$ cat config.mk
export PLATFORM = sky130hd
export DESIGN_NAME = uart_rx_buffer
export DESIGN_NICKNAME = d
export VERILOG_FILES = /design/src/rtl/uart_rx_buffer_pkg.sv /design/src/rtl/uart_rx_buffer_store.sv /design/src/rtl/uart_rx_buffer_ctrl.sv /design/src/rtl/uart_rx_buffer.sv
export SDC_FILE = /design/constraint.sdc
export NUM_CORES = 1
export LEC_CHECK = 0
export ABC_CLOCK_PERIOD_IN_PS = 3800
export BUFFER_PORTS_ARGS = -buffer_cell sky130_fd_sc_hd__buf_2
export CORE_ASPECT_RATIO = 1.1
export CORE_MARGIN = 2
export CORE_UTILIZATION = 25
export CTS_CLUSTER_SIZE = 30
export DETAILED_ROUTE_END_ITERATION = 8
export PLACE_DENSITY_LB_ADDON = 0.05
export SYNTH_ARGS = -nofsm -noshare
export SYNTH_HDL_FRONTEND = slang
export SYNTH_SLANG_ARGS = --single-unit
$ cat constraint.sdc
create_clock -name clk -period 3.8 [get_ports clk]
set_input_delay 0.19 -clock clk [delete_from_list [all_inputs] [get_ports clk]]
set_output_delay 0.19 -clock clk [all_outputs]
set_load 0.01 [all_outputs]
$ cat src/rtl/uart_rx_buffer_pkg.sv
// Shared definitions for the serial receive buffer.
// Assumes: characters are 8 bits wide unless a user overrides DATA_W.
package uart_rx_buffer_pkg;

    // Operating mode of the buffer
    typedef enum logic {
        MODE_LEGACY = 1'b0,
        MODE_QUEUED = 1'b1
    } rxb_mode_e;

    // Value returned on a read of an empty buffer
    localparam logic [7:0] RXB_IDLE_BYTE = 8'hFF;

endpackage

$ cat src/rtl/uart_rx_buffer_store.sv
// Character storage: DEPTH registers with one write port and one read port.
// Assumes: the caller only writes when room exists; the read port is
// combinational so the head character is visible in the cycle of a pop.
module uart_rx_buffer_store #(
    parameter int DATA_W = 8,
    parameter int DEPTH  = 16,
    parameter int PTR_W  = $clog2(DEPTH)
) (
    input  logic              clk,
    input  logic              rst_n,
    input  logic              wr_en_i,
    input  logic [PTR_W-1:0]  wr_idx_i,
    input  logic [DATA_W-1:0] wr_data_i,
    input  logic [PTR_W-1:0]  rd_idx_i,
    output logic [DATA_W-1:0] rd_data_o
);

    logic [DATA_W-1:0] slot_q [DEPTH];

    for (genvar g = 0; g < DEPTH; g++) begin : g_slot
        // Load one storage slot when it is the write target
        always_ff @(posedge clk) begin
            if (!rst_n) begin
                slot_q[g] <= '0;
            end else if (wr_en_i && (wr_idx_i == PTR_W'(g))) begin
                slot_q[g] <= wr_data_i;
            end
        end
    end

    // Select the slot at the read position
    always_comb begin
        rd_data_o = slot_q[rd_idx_i];
    end

    // A write target must name a slot that exists
    always_ff @(posedge clk) begin
        if (rst_n && wr_en_i) begin
            assert_wr_in_range_R11: assert (int'(wr_idx_i) < DEPTH)
                else $error("write index out of range");
        end
    end

endmodule

$ cat src/rtl/uart_rx_buffer_ctrl.sv
// Position, level and mode tracking for the receive buffer.
// Assumes DEPTH >= 2. Capacity is 1 in legacy mode and DEPTH in queued mode.
// A mode change or a queued-mode clear empties the buffer and wins over
// any push or pop in the same cycle.
module uart_rx_buffer_ctrl
    import uart_rx_buffer_pkg::*;
#(
    parameter int DEPTH = 16,
    parameter int PTR_W = $clog2(DEPTH),
    parameter int CNT_W = $clog2(DEPTH + 1)
) (
    input  logic             clk,
    input  logic             rst_n,
    input  logic             queue_mode_i,
    input  logic             rx_clear_i,
    input  logic             push_i,
    input  logic             pop_i,
    output logic             wr_en_o,
    output logic [PTR_W-1:0] wr_idx_o,
    output logic [PTR_W-1:0] rd_idx_o,
    output logic [CNT_W-1:0] level_o,
    output logic             empty_o,
    output logic             full_o,
    output logic             push_rej_o
);

    localparam logic [CNT_W-1:0] CAP_QUEUED = CNT_W'(DEPTH);
    localparam logic [CNT_W-1:0] CAP_LEGACY = CNT_W'(1);

    rxb_mode_e        mode_q;
    logic [PTR_W-1:0] wr_q, rd_q;
    logic [CNT_W-1:0] cnt_q;
    logic [CNT_W-1:0] cap;
    logic             mode_chg, wipe, do_push, do_pop;

    // Advance a position, wrapping at the current capacity
    function automatic logic [PTR_W-1:0] step_pos(input logic [PTR_W-1:0] p,
                                                  input logic [CNT_W-1:0] c);
        if ((CNT_W'(p) + CNT_W'(1)) >= c) begin
            return '0;
        end
        return p + PTR_W'(1);
    endfunction

    // Derive capacity, clear conditions and accepted operations
    always_comb begin
        cap        = (mode_q == MODE_QUEUED) ? CAP_QUEUED : CAP_LEGACY;
        mode_chg   = (rxb_mode_e'(queue_mode_i) != mode_q);
        wipe       = mode_chg || (rx_clear_i && (mode_q == MODE_QUEUED));
        empty_o    = (cnt_q == '0);
        full_o     = (cnt_q == cap);
        do_push    = push_i && !full_o && !wipe;
        do_pop     = pop_i && !empty_o && !wipe;
        push_rej_o = push_i && full_o && !wipe;
    end

    // Update mode, positions and level
    always_ff @(posedge clk) begin
        if (!rst_n) begin
            mode_q <= MODE_LEGACY;
            wr_q   <= '0;
            rd_q   <= '0;
            cnt_q  <= '0;
        end else if (wipe) begin
            mode_q <= rxb_mode_e'(queue_mode_i);
            wr_q   <= '0;
            rd_q   <= '0;
            cnt_q  <= '0;
        end else begin
            if (do_push) begin
                wr_q <= step_pos(wr_q, cap);
            end
            if (do_pop) begin
                rd_q <= step_pos(rd_q, cap);
            end
            cnt_q <= cnt_q + CNT_W'(do_push) - CNT_W'(do_pop);
        end
    end

    // Drive the outputs toward storage and the top level
    always_comb begin
        wr_en_o  = do_push;
        wr_idx_o = wr_q;
        rd_idx_o = rd_q;
        level_o  = cnt_q;
    end

    // Level never exceeds the queued capacity
    assert_level_bound_R3: assert property (@(posedge clk) disable iff (!rst_n)
        cnt_q <= CAP_QUEUED);

    // Legacy mode never holds more than one character
    assert_legacy_single_R2: assert property (@(posedge clk) disable iff (!rst_n)
        (mode_q == MODE_LEGACY) |-> (cnt_q <= CAP_LEGACY));

    // A mode switch leaves the buffer empty in the requested mode
    assert_mode_switch_empties_R4: assert property (@(posedge clk) disable iff (!rst_n)
        (rxb_mode_e'(queue_mode_i) != mode_q) |=>
            (cnt_q == '0) && (mode_q == $past(rxb_mode_e'(queue_mode_i))));

    // A queued-mode clear empties the buffer
    assert_clear_empties_R5: assert property (@(posedge clk) disable iff (!rst_n)
        (rx_clear_i && queue_mode_i && (mode_q == MODE_QUEUED)) |=>
            (cnt_q == '0) && (mode_q == MODE_QUEUED));

    // A clear in legacy mode with no other activity changes nothing
    assert_legacy_clear_ignored_R6: assert property (@(posedge clk) disable iff (!rst_n)
        (rx_clear_i && !queue_mode_i && (mode_q == MODE_LEGACY) && !push_i && !pop_i)
            |=> $stable(cnt_q) && $stable(rd_q));

    // A refused push with no pop leaves the level unchanged
    assert_reject_holds_R7: assert property (@(posedge clk) disable iff (!rst_n)
        (push_rej_o && !pop_i) |=> $stable(cnt_q));

    // A lone pop from an empty buffer leaves it empty
    assert_empty_pop_R8: assert property (@(posedge clk) disable iff (!rst_n)
        (pop_i && (cnt_q == '0) && !push_i) |=> (cnt_q == '0));

    // Push with pop on a partly filled buffer keeps the level
    assert_pass_through_R9: assert property (@(posedge clk) disable iff (!rst_n)
        (push_i && pop_i && !wipe && (cnt_q != '0) && (cnt_q != cap))
            |=> $stable(cnt_q));

endmodule

$ cat src/rtl/uart_rx_buffer.sv
// Receive character buffer for a 16550-class serial port.
// Holds one character in legacy mode or DEPTH characters in queued mode.
// The head character is shown combinationally; an empty buffer reads as
// the idle byte. Assumes DEPTH >= 2 and DATA_W >= 8.
module uart_rx_buffer
    import uart_rx_buffer_pkg::*;
#(
    parameter int DATA_W = 8,
    parameter int DEPTH  = 16,
    localparam int PTR_W = $clog2(DEPTH),
    localparam int CNT_W = $clog2(DEPTH + 1)
) (
    input  logic              clk,
    input  logic              rst_n,
    input  logic              queue_mode_i,
    input  logic              rx_clear_i,
    input  logic              push_i,
    input  logic [DATA_W-1:0] push_data_i,
    input  logic              pop_i,
    output logic [DATA_W-1:0] rd_data_o,
    output logic [CNT_W-1:0]  level_o,
    output logic              has_data_o,
    output logic              at_capacity_o,
    output logic              push_rej_o
);

    logic             wr_en;
    logic [PTR_W-1:0] wr_idx, rd_idx;
    logic [DATA_W-1:0] head;
    logic             empty, full;

    uart_rx_buffer_ctrl #(
        .DEPTH (DEPTH),
        .PTR_W (PTR_W),
        .CNT_W (CNT_W)
    ) u_ctrl (
        .clk          (clk),
        .rst_n        (rst_n),
        .queue_mode_i (queue_mode_i),
        .rx_clear_i   (rx_clear_i),
        .push_i       (push_i),
        .pop_i        (pop_i),
        .wr_en_o      (wr_en),
        .wr_idx_o     (wr_idx),
        .rd_idx_o     (rd_idx),
        .level_o      (level_o),
        .empty_o      (empty),
        .full_o       (full),
        .push_rej_o   (push_rej_o)
    );

    uart_rx_buffer_store #(
        .DATA_W (DATA_W),
        .DEPTH  (DEPTH),
        .PTR_W  (PTR_W)
    ) u_store (
        .clk       (clk),
        .rst_n     (rst_n),
        .wr_en_i   (wr_en),
        .wr_idx_i  (wr_idx),
        .wr_data_i (push_data_i),
        .rd_idx_i  (rd_idx),
        .rd_data_o (head)
    );

    // Present the head character or the idle byte, plus status flags
    always_comb begin
        rd_data_o     = empty ? DATA_W'(RXB_IDLE_BYTE) : head;
        has_data_o    = !empty;
        at_capacity_o = full;
    end

    // An empty buffer always reads as the idle byte
    assert_idle_read_R8: assert property (@(posedge clk) disable iff (!rst_n)
        (level_o == '0) |-> (rd_data_o == DATA_W'(RXB_IDLE_BYTE)));

    // Flags agree with the level
    assert_flags_match_R12: assert property (@(posedge clk) disable iff (!rst_n)
        has_data_o == (level_o != '0));

endmodule

# ---- After elaboration in Yosys (flattened, before gate mapping)
# Memory sizes are Yosys's and may differ from the RTL's. A register that Yosys moved wholly into a read port is not among the register bits.
# Index checks and enable logic that the tools add are counted.
dict set report classes {
  addsub 6
  order_cmp 2
  eq_ne 17
  mux 81
  n_bitwise 17
  reduce_logical 30
}
# cell count
set ops {}
lappend ops {{$mux W8} 17}
lappend ops {{$mux W1} 57}
lappend ops {{$eq A4 B4 Y1 const B} 8}
lappend ops {{$mux W4} 6}
lappend ops {{$logic_and A1 B1 Y1} 23}
lappend ops {{$eq A4 B3 Y1 const B} 4}
lappend ops {{$or A1 B1 Y1} 16}
lappend ops {{$add A4 B1 Y5 const B} 2}
lappend ops {{$ge A5 B5 Y1} 2}
lappend ops {{$add A4 B1 Y4 const B} 2}
lappend ops {{$eq A4 B2 Y1 const B} 2}
lappend ops {{$add A5 B1 Y5} 1}
lappend ops {{$eq A5 B5 Y1} 1}
lappend ops {{$logic_not A5 Y1} 1}
lappend ops {{$mux W5} 1}
lappend ops {{$sub A5 B1 Y5} 1}
lappend ops {{$eq A4 B1 Y1 const B} 1}
lappend ops {{$logic_not A4 Y1} 1}
lappend ops {{$logic_not A1 Y1} 3}
lappend ops {{$reduce_or A2 Y1} 1}
lappend ops {{$logic_or A1 B1 Y1} 1}
lappend ops {{$ne A1 B1 Y1} 1}
lappend ops {{$not A1 Y1} 1}
dict set report totals {
  regBits 14
  ramBits 128
  inputBits 14
  output_inout_bits 16
  elab_cells 158
  n_memories 1
}
# name depth width read_ports rd_ports_with_merged_regs write_ports line
set memory_table {}
lappend memory_table {u_store.slot_q 16 8 1 1 16 uart_rx_buffer_store.sv:18} ;# logic [DATA_W-1:0] slot_q [DEPTH];

# ---- Depth between registers and ports, before layout
dict set report logic_depth {
  word_depth 10
  depth_mapped 17
  ltp_nobuf 16
}

# ---- Modules after synthesis
# From an unflattened synthesis, not the netlist that was laid out.
dict set report hier_totals {
  hier_cells 501
  area_unflattened_um2 6970.4
}
# module n_inst cells_per_inst area_per_inst_um2 seq_area_each_um2
set modules_own_cells {}
lappend modules_own_cells {uart_rx_buffer_store 1 381 5945.7 3843.7}
lappend modules_own_cells {uart_rx_buffer_ctrl 1 111 970.9 280.3}
lappend modules_own_cells {uart_rx_buffer 1 9 53.8 0.0}

# ---- Least setup slack after synthesis
# No wires, ideal clock.
dict set report synth_path {
  kind {register -> register}
  start {register u_ctrl.cnt_q[3] (netlist: u_ctrl.level_o[3])}
  end {register u_ctrl.cnt_q[4] (netlist: u_ctrl.level_o[4])}
  setup_time_ns 0.071
  arrival_ns 2.602
  t_required_ns 3.729
  setup_slack_ns 1.128
  path_stages_with_launch 18
  path_buffers 1
  period_less_slack_ns 2.672
  cell_sequence {dfxtp_1 -> inv_1 -> ha_1 -> nand2b_1 -> or3_1 -> clkbuf_1 -> nand3_1 -> inv_1 -> ha_1 -> inv_1 -> ha_1 -> inv_1 -> fa_1 -> inv_1 -> a21oi_1 -> nor2_1 -> or3_1 -> a21oi_1}
}
dict set report synth_via {
  elab_chain_len 6
  elab_cells_between_ends 10
  cone_classes {2 x add/sub; 1 x eq/ne; 7 x reduce/logical}
}
# element line
set synth_lines {}
lappend synth_lines {{start: declaration} uart_rx_buffer_ctrl.sv:32} ;# logic [CNT_W-1:0] cnt_q;
lappend synth_lines {{start signal: assignment} uart_rx_buffer_ctrl.sv:76} ;# cnt_q <= cnt_q + CNT_W'(do_push) - CNT_W'(do_pop);
lappend synth_lines {{$eq A5 B5 Y1} uart_rx_buffer_ctrl.sv:51} ;# full_o = (cnt_q == cap);
lappend synth_lines {{$logic_not A1 Y1} uart_rx_buffer_ctrl.sv:52} ;# do_push = push_i && !full_o && !wipe;
lappend synth_lines {{$logic_and A1 B1 Y1 (2 in series)} uart_rx_buffer_ctrl.sv:52}
lappend synth_lines {{$add A5 B1 Y5} uart_rx_buffer_ctrl.sv:76}
lappend synth_lines {{$sub A5 B1 Y5 (*)} uart_rx_buffer_ctrl.sv:76}
# Every way passes the cells marked *; elsewhere a longest branch is shown, timed or not.
# A chain may end at the register's enable or synchronous reset.

# ---- Final worst setup path
# Same ends and word-level chain as after synthesis.

==> summary.md <==
* finished, final reports clean — outcome
* 0.2312 — switching fraction of total power
* 0.1401 — GRT Overall Usage
* 0 — number of nets with antenna violations after detailed routing
* met2 — most used routing layer in global routing
* 29 — count of input and output buffers
* 7181 um2 — post-synthesis instance area
* 130 x sky130_fd_sc_hd__and2_1, 128 x sky130_fd_sc_hd__edfxtp_1, 29 x sky130_fd_sc_hd__buf_2 — leading cell types in the layout, fill and taps excluded
* 4.468 — via density per instance
* 181.8 um — die outline height
* 0.002800 W — design internal power
* 4561 — via count of the first global-routing pass
* 2.950 nW — leakage dissipation
* sky130_fd_sc_hd__edfxtp_1 54%, sky130_fd_sc_hd__and2_1 11%, sky130_fd_sc_hd__mux4_2 6.0% — cell types occupying the most area after synthesis
* 13300 um — half-perimeter wire length after detailed placement
* 0 — Slew Limit Fails
* 0 — Remaining Overflow, GRT
* 4 — number of levels in the clock H-tree
* 0 — hold buffer count at CTS
* 284 — initial detailed-routing violation count
* 0 — endpoints failing hold
* sky130_fd_sc_hd__inv_1 — cell with the most instances on the worst path
* 4205 um2 — area occupied by registers
* 3320 ps — data arrival time at the worst-slack endpoint
* 70 ps — clock-pin slew of the registers on the worst-case setup and hold paths
* 0 — Max Cap Violations
* 0 — antenna violations before repair
* 0.3338 — Max-slew headroom
* 0 — total number of yosys warnings
* 0 — post-CTS sizing
* primary input to flip-flop — HP Class
* done — CTS tree
* 29 — pin count of the biggest net entering global routing
* 340 ps — slowest cell delay on critical path
* 0.2302 — fraction of met2 tracks used by global routing
* 568 — syn nets
* flip-flop — element type at the critical path end
* 0.7810 — share of the clock period used by the worst path after layout
* no — setup repair after global routing missed its margin
* 30 — I/O pin count
* 14 — worst-path maximum fanout
* 992.6 ps — Worst-Margin Slew
* 0 — count of buffers added by post-CTS timing repair for setup
* 17 — number of buffers created by CTS
* 128 — number of enable-type register cells in the synthesized netlist
* 2968 ps — final worst path period need
* 2 — count of cells along the worst hold path
* 16.41% — relative area change from synthesis to final layout
* sky130_fd_sc_hd__dfxtp_1 — library cell contributing the largest single delay on the critical path
* 29700 um — first-pass GRT wire length
* 30100 um2 — total die area
* sky130_fd_sc_hd__clkbuf_16 — cell at the root of the clock tree
* 0 — Final setup violation count
* 435.7 nW/um2 — Pwr Density
* 146 — Num Clock Sinks
* inv_1, ha_1, nand2b_1, or3_1, buf_4, nand3_1, inv_1, ha_1, inv_1, ha_1, inv_1, fa_1, inv_1, a21oi_1, nor2_1, or3_1, a21oi_1 — cell-by-cell trace of the critical path
* 20.61 um — routed length per instance
* 0.056 — relative contribution of combinational cells to total power
* 537 — synthesized instance count
* 0.2030 — share of post-route cells with drive strength above 1
* 165.6 um — die outline width
* 4150 ps — Worst EP required
* 0 — post-synthesis async set-or-reset flop share
* 4 — number of search-and-repair iterations in the first detailed-routing pass
* 193.6 uV — Peak supply drop
* 13.37 um2 — post-synthesis average cell area
* 0 — total DRC errors in the routed layout
* sky130_fd_sc_hd__edfxtp_1 — flip-flop cell with the highest count after synthesis
* 609 — Net count, final
* 28460 um2 — area of the core
* 0.499 — register share of total power
* 0 ps — Final TNS setup
* flip-flop — nature of the critical path startpoint
* 0 — # diodes
* 4285 — total number of vias
* 146 — number of synthesized register bits
* 0.1882 — met1 global-route usage
* 19770 um — total wirelength of the detailed-routed design
* 0.5855 — portion of the post-synthesis area used by sequential elements
* 49 — distinct cell type count after synthesis
* 2905 — Fillers
* 0.003642 W — total power
* 0.444 — fraction of power consumed by the clock network
* 65 — standard-cell row count
* 0.0008422 W — reported net switching power
* 0.2937 — Post-Route Utilization
* 0.2523 — starting utilization of the core area
* 430 ps — clk_lat worst skew
* flip-flop to flip-flop — critical path class
* 2 — CTS max path bufs
* 0.02695 — met3 layer usage reported by global route
* 336.9 MHz — maximum clock frequency
* 2780 um2 — total area of multi-input combinational cells
* sky130_fd_sc_hd__and2_1 — most frequent standard cell in the layout excluding fill and tap cells
* 0.5353 — Synth top area share
* sky130_fd_sc_hd__edfxtp_1 — library cell occupying the most area in the post-synthesis netlist
* 9.579 ps — clock tree skew after final layout
* 17 — path depth of the worst reg2reg path
* 0.7492 — Final GP Congestion
## kinds of logic after synthesis
family / share of synthesized area
multiplexers: 0.1044
XOR/XNOR: 0.008538
AND/OR/NAND/NOR: 0.1912
flip-flops: 0.5855
adder cells (fa/ha/maj): 0.03067
buffers and inverters: 0.02736
AO/OA/AOI/OAI: 0.05245
## flip-flops by register name, summed over array words and instances, names as in the netlist, named ones only
name and cells:
u_ctrl.wr_idx_o 4, u_ctrl.rd_idx_o 4, u_store.slot_q 128, u_ctrl.level_o 5, u_ctrl.mode_q 1
## cells in the mapped netlist, types with 2 or more instances
cell and number:
sky130_fd_sc_hd__mux2i_1 10, sky130_fd_sc_hd__edfxtp_1 128, sky130_fd_sc_hd__a311oi_1 4, sky130_fd_sc_hd__dfxtp_1 18
sky130_fd_sc_hd__and2_1 130, sky130_fd_sc_hd__inv_1 14, sky130_fd_sc_hd__mux4_1 5, sky130_fd_sc_hd__and3_1 4
sky130_fd_sc_hd__nor3_1 4, sky130_fd_sc_hd__nand3_1 14, sky130_fd_sc_hd__nand2b_1 5, sky130_fd_sc_hd__mux2_2 8
sky130_fd_sc_hd__nor4b_1 2, sky130_fd_sc_hd__nand4_4 4, sky130_fd_sc_hd__nor2_1 27, sky130_fd_sc_hd__a211oi_1 13
sky130_fd_sc_hd__buf_2 9, sky130_fd_sc_hd__nor2b_1 8, sky130_fd_sc_hd__xnor2_1 3, sky130_fd_sc_hd__a21oi_1 7
sky130_fd_sc_hd__xor2_1 4, sky130_fd_sc_hd__mux4_2 19, sky130_fd_sc_hd__nand3b_1 5, sky130_fd_sc_hd__nand2_1 14
sky130_fd_sc_hd__ha_1 16, sky130_fd_sc_hd__or3_1 2, sky130_fd_sc_hd__clkbuf_1 13, sky130_fd_sc_hd__o21ai_0 26
## per-layer routing
layer | part of all wire | routed length, um | up-vias
met4 | 0.011 | 208 | 0
met1 | 0.48 | 9428 | 2155
met3 | 0.025 | 495 | 16
met2 | 0.49 | 9632 | 66
met5 | 0 | 0 | -
li1 | - | - | 2048
## worst max-delay path, delay by kind of cell, from the launching register on
family,cells,cell delay (ps)
and+or+nand+nor,5,970
adders and majority gates,4,790
buffers and inverters,6,530
DFF,1,340
AOI/OAI and AO/OA,2,260
## final timing paths
check / from / end / slack, ps
worst max-delay path: u_ctrl.level_o[3]$_SDFF_PP0_ / u_ctrl.level_o[4]$_SDFF_PP0_ / 830
worst min-delay path: queue_mode_i / u_ctrl.mode_q$_SDFFE_PN0P_ / 30
worst max register to register: u_ctrl.level_o[3]$_SDFF_PP0_ / u_ctrl.level_o[4]$_SDFF_PP0_ / 830
worst min register to register: u_ctrl.rd_idx_o[1]$_SDFFE_PP0N_ / u_ctrl.rd_idx_o[1]$_SDFFE_PP0N_ / 570
## area by class of cell
class,count,area share
Clock inverter,11,0.008681
Multi-Input combinational cell,350,0.3326
Timing Repair Buffer,49,0.03532
Inverter,14,0.006286
Tap cell,368,0.05508
Clock buffer,21,0.05897
Sequential cell,146,0.5031
## power by group through the flow
stage | Clock [W] | Combinational, W | Sequential, W
global route | 0.00172 | 0.000226 | 0.00183
global placement | 0 | 0.000211 | 0.00185
CTS | 0.00167 | 0.000212 | 0.00182
detailed placement | 0 | 0.000211 | 0.00185
floorplan | 0 | 0.000112 | 0.00185
finish | 0.00162 | 0.000204 | 0.00182
## metrics by stage
stage / cells / setup slack [ps] / instance area [um2] / hold WS [ps]
after floorplan: 537 / 1128 / 7181 / 311.7
after global placement: 927 / 876.0 / 7794 / 470.9
after detailed placement: 927 / 806.7 / 7794 / 470.8
after CTS: 959 / 781.0 / 8359 / 6.926
after global routing: 959 / 528.7 / 8359 / 36.26
final: 959 / 832.0 / 8359 / 30.76
Power figures use the tool's default switching activity.
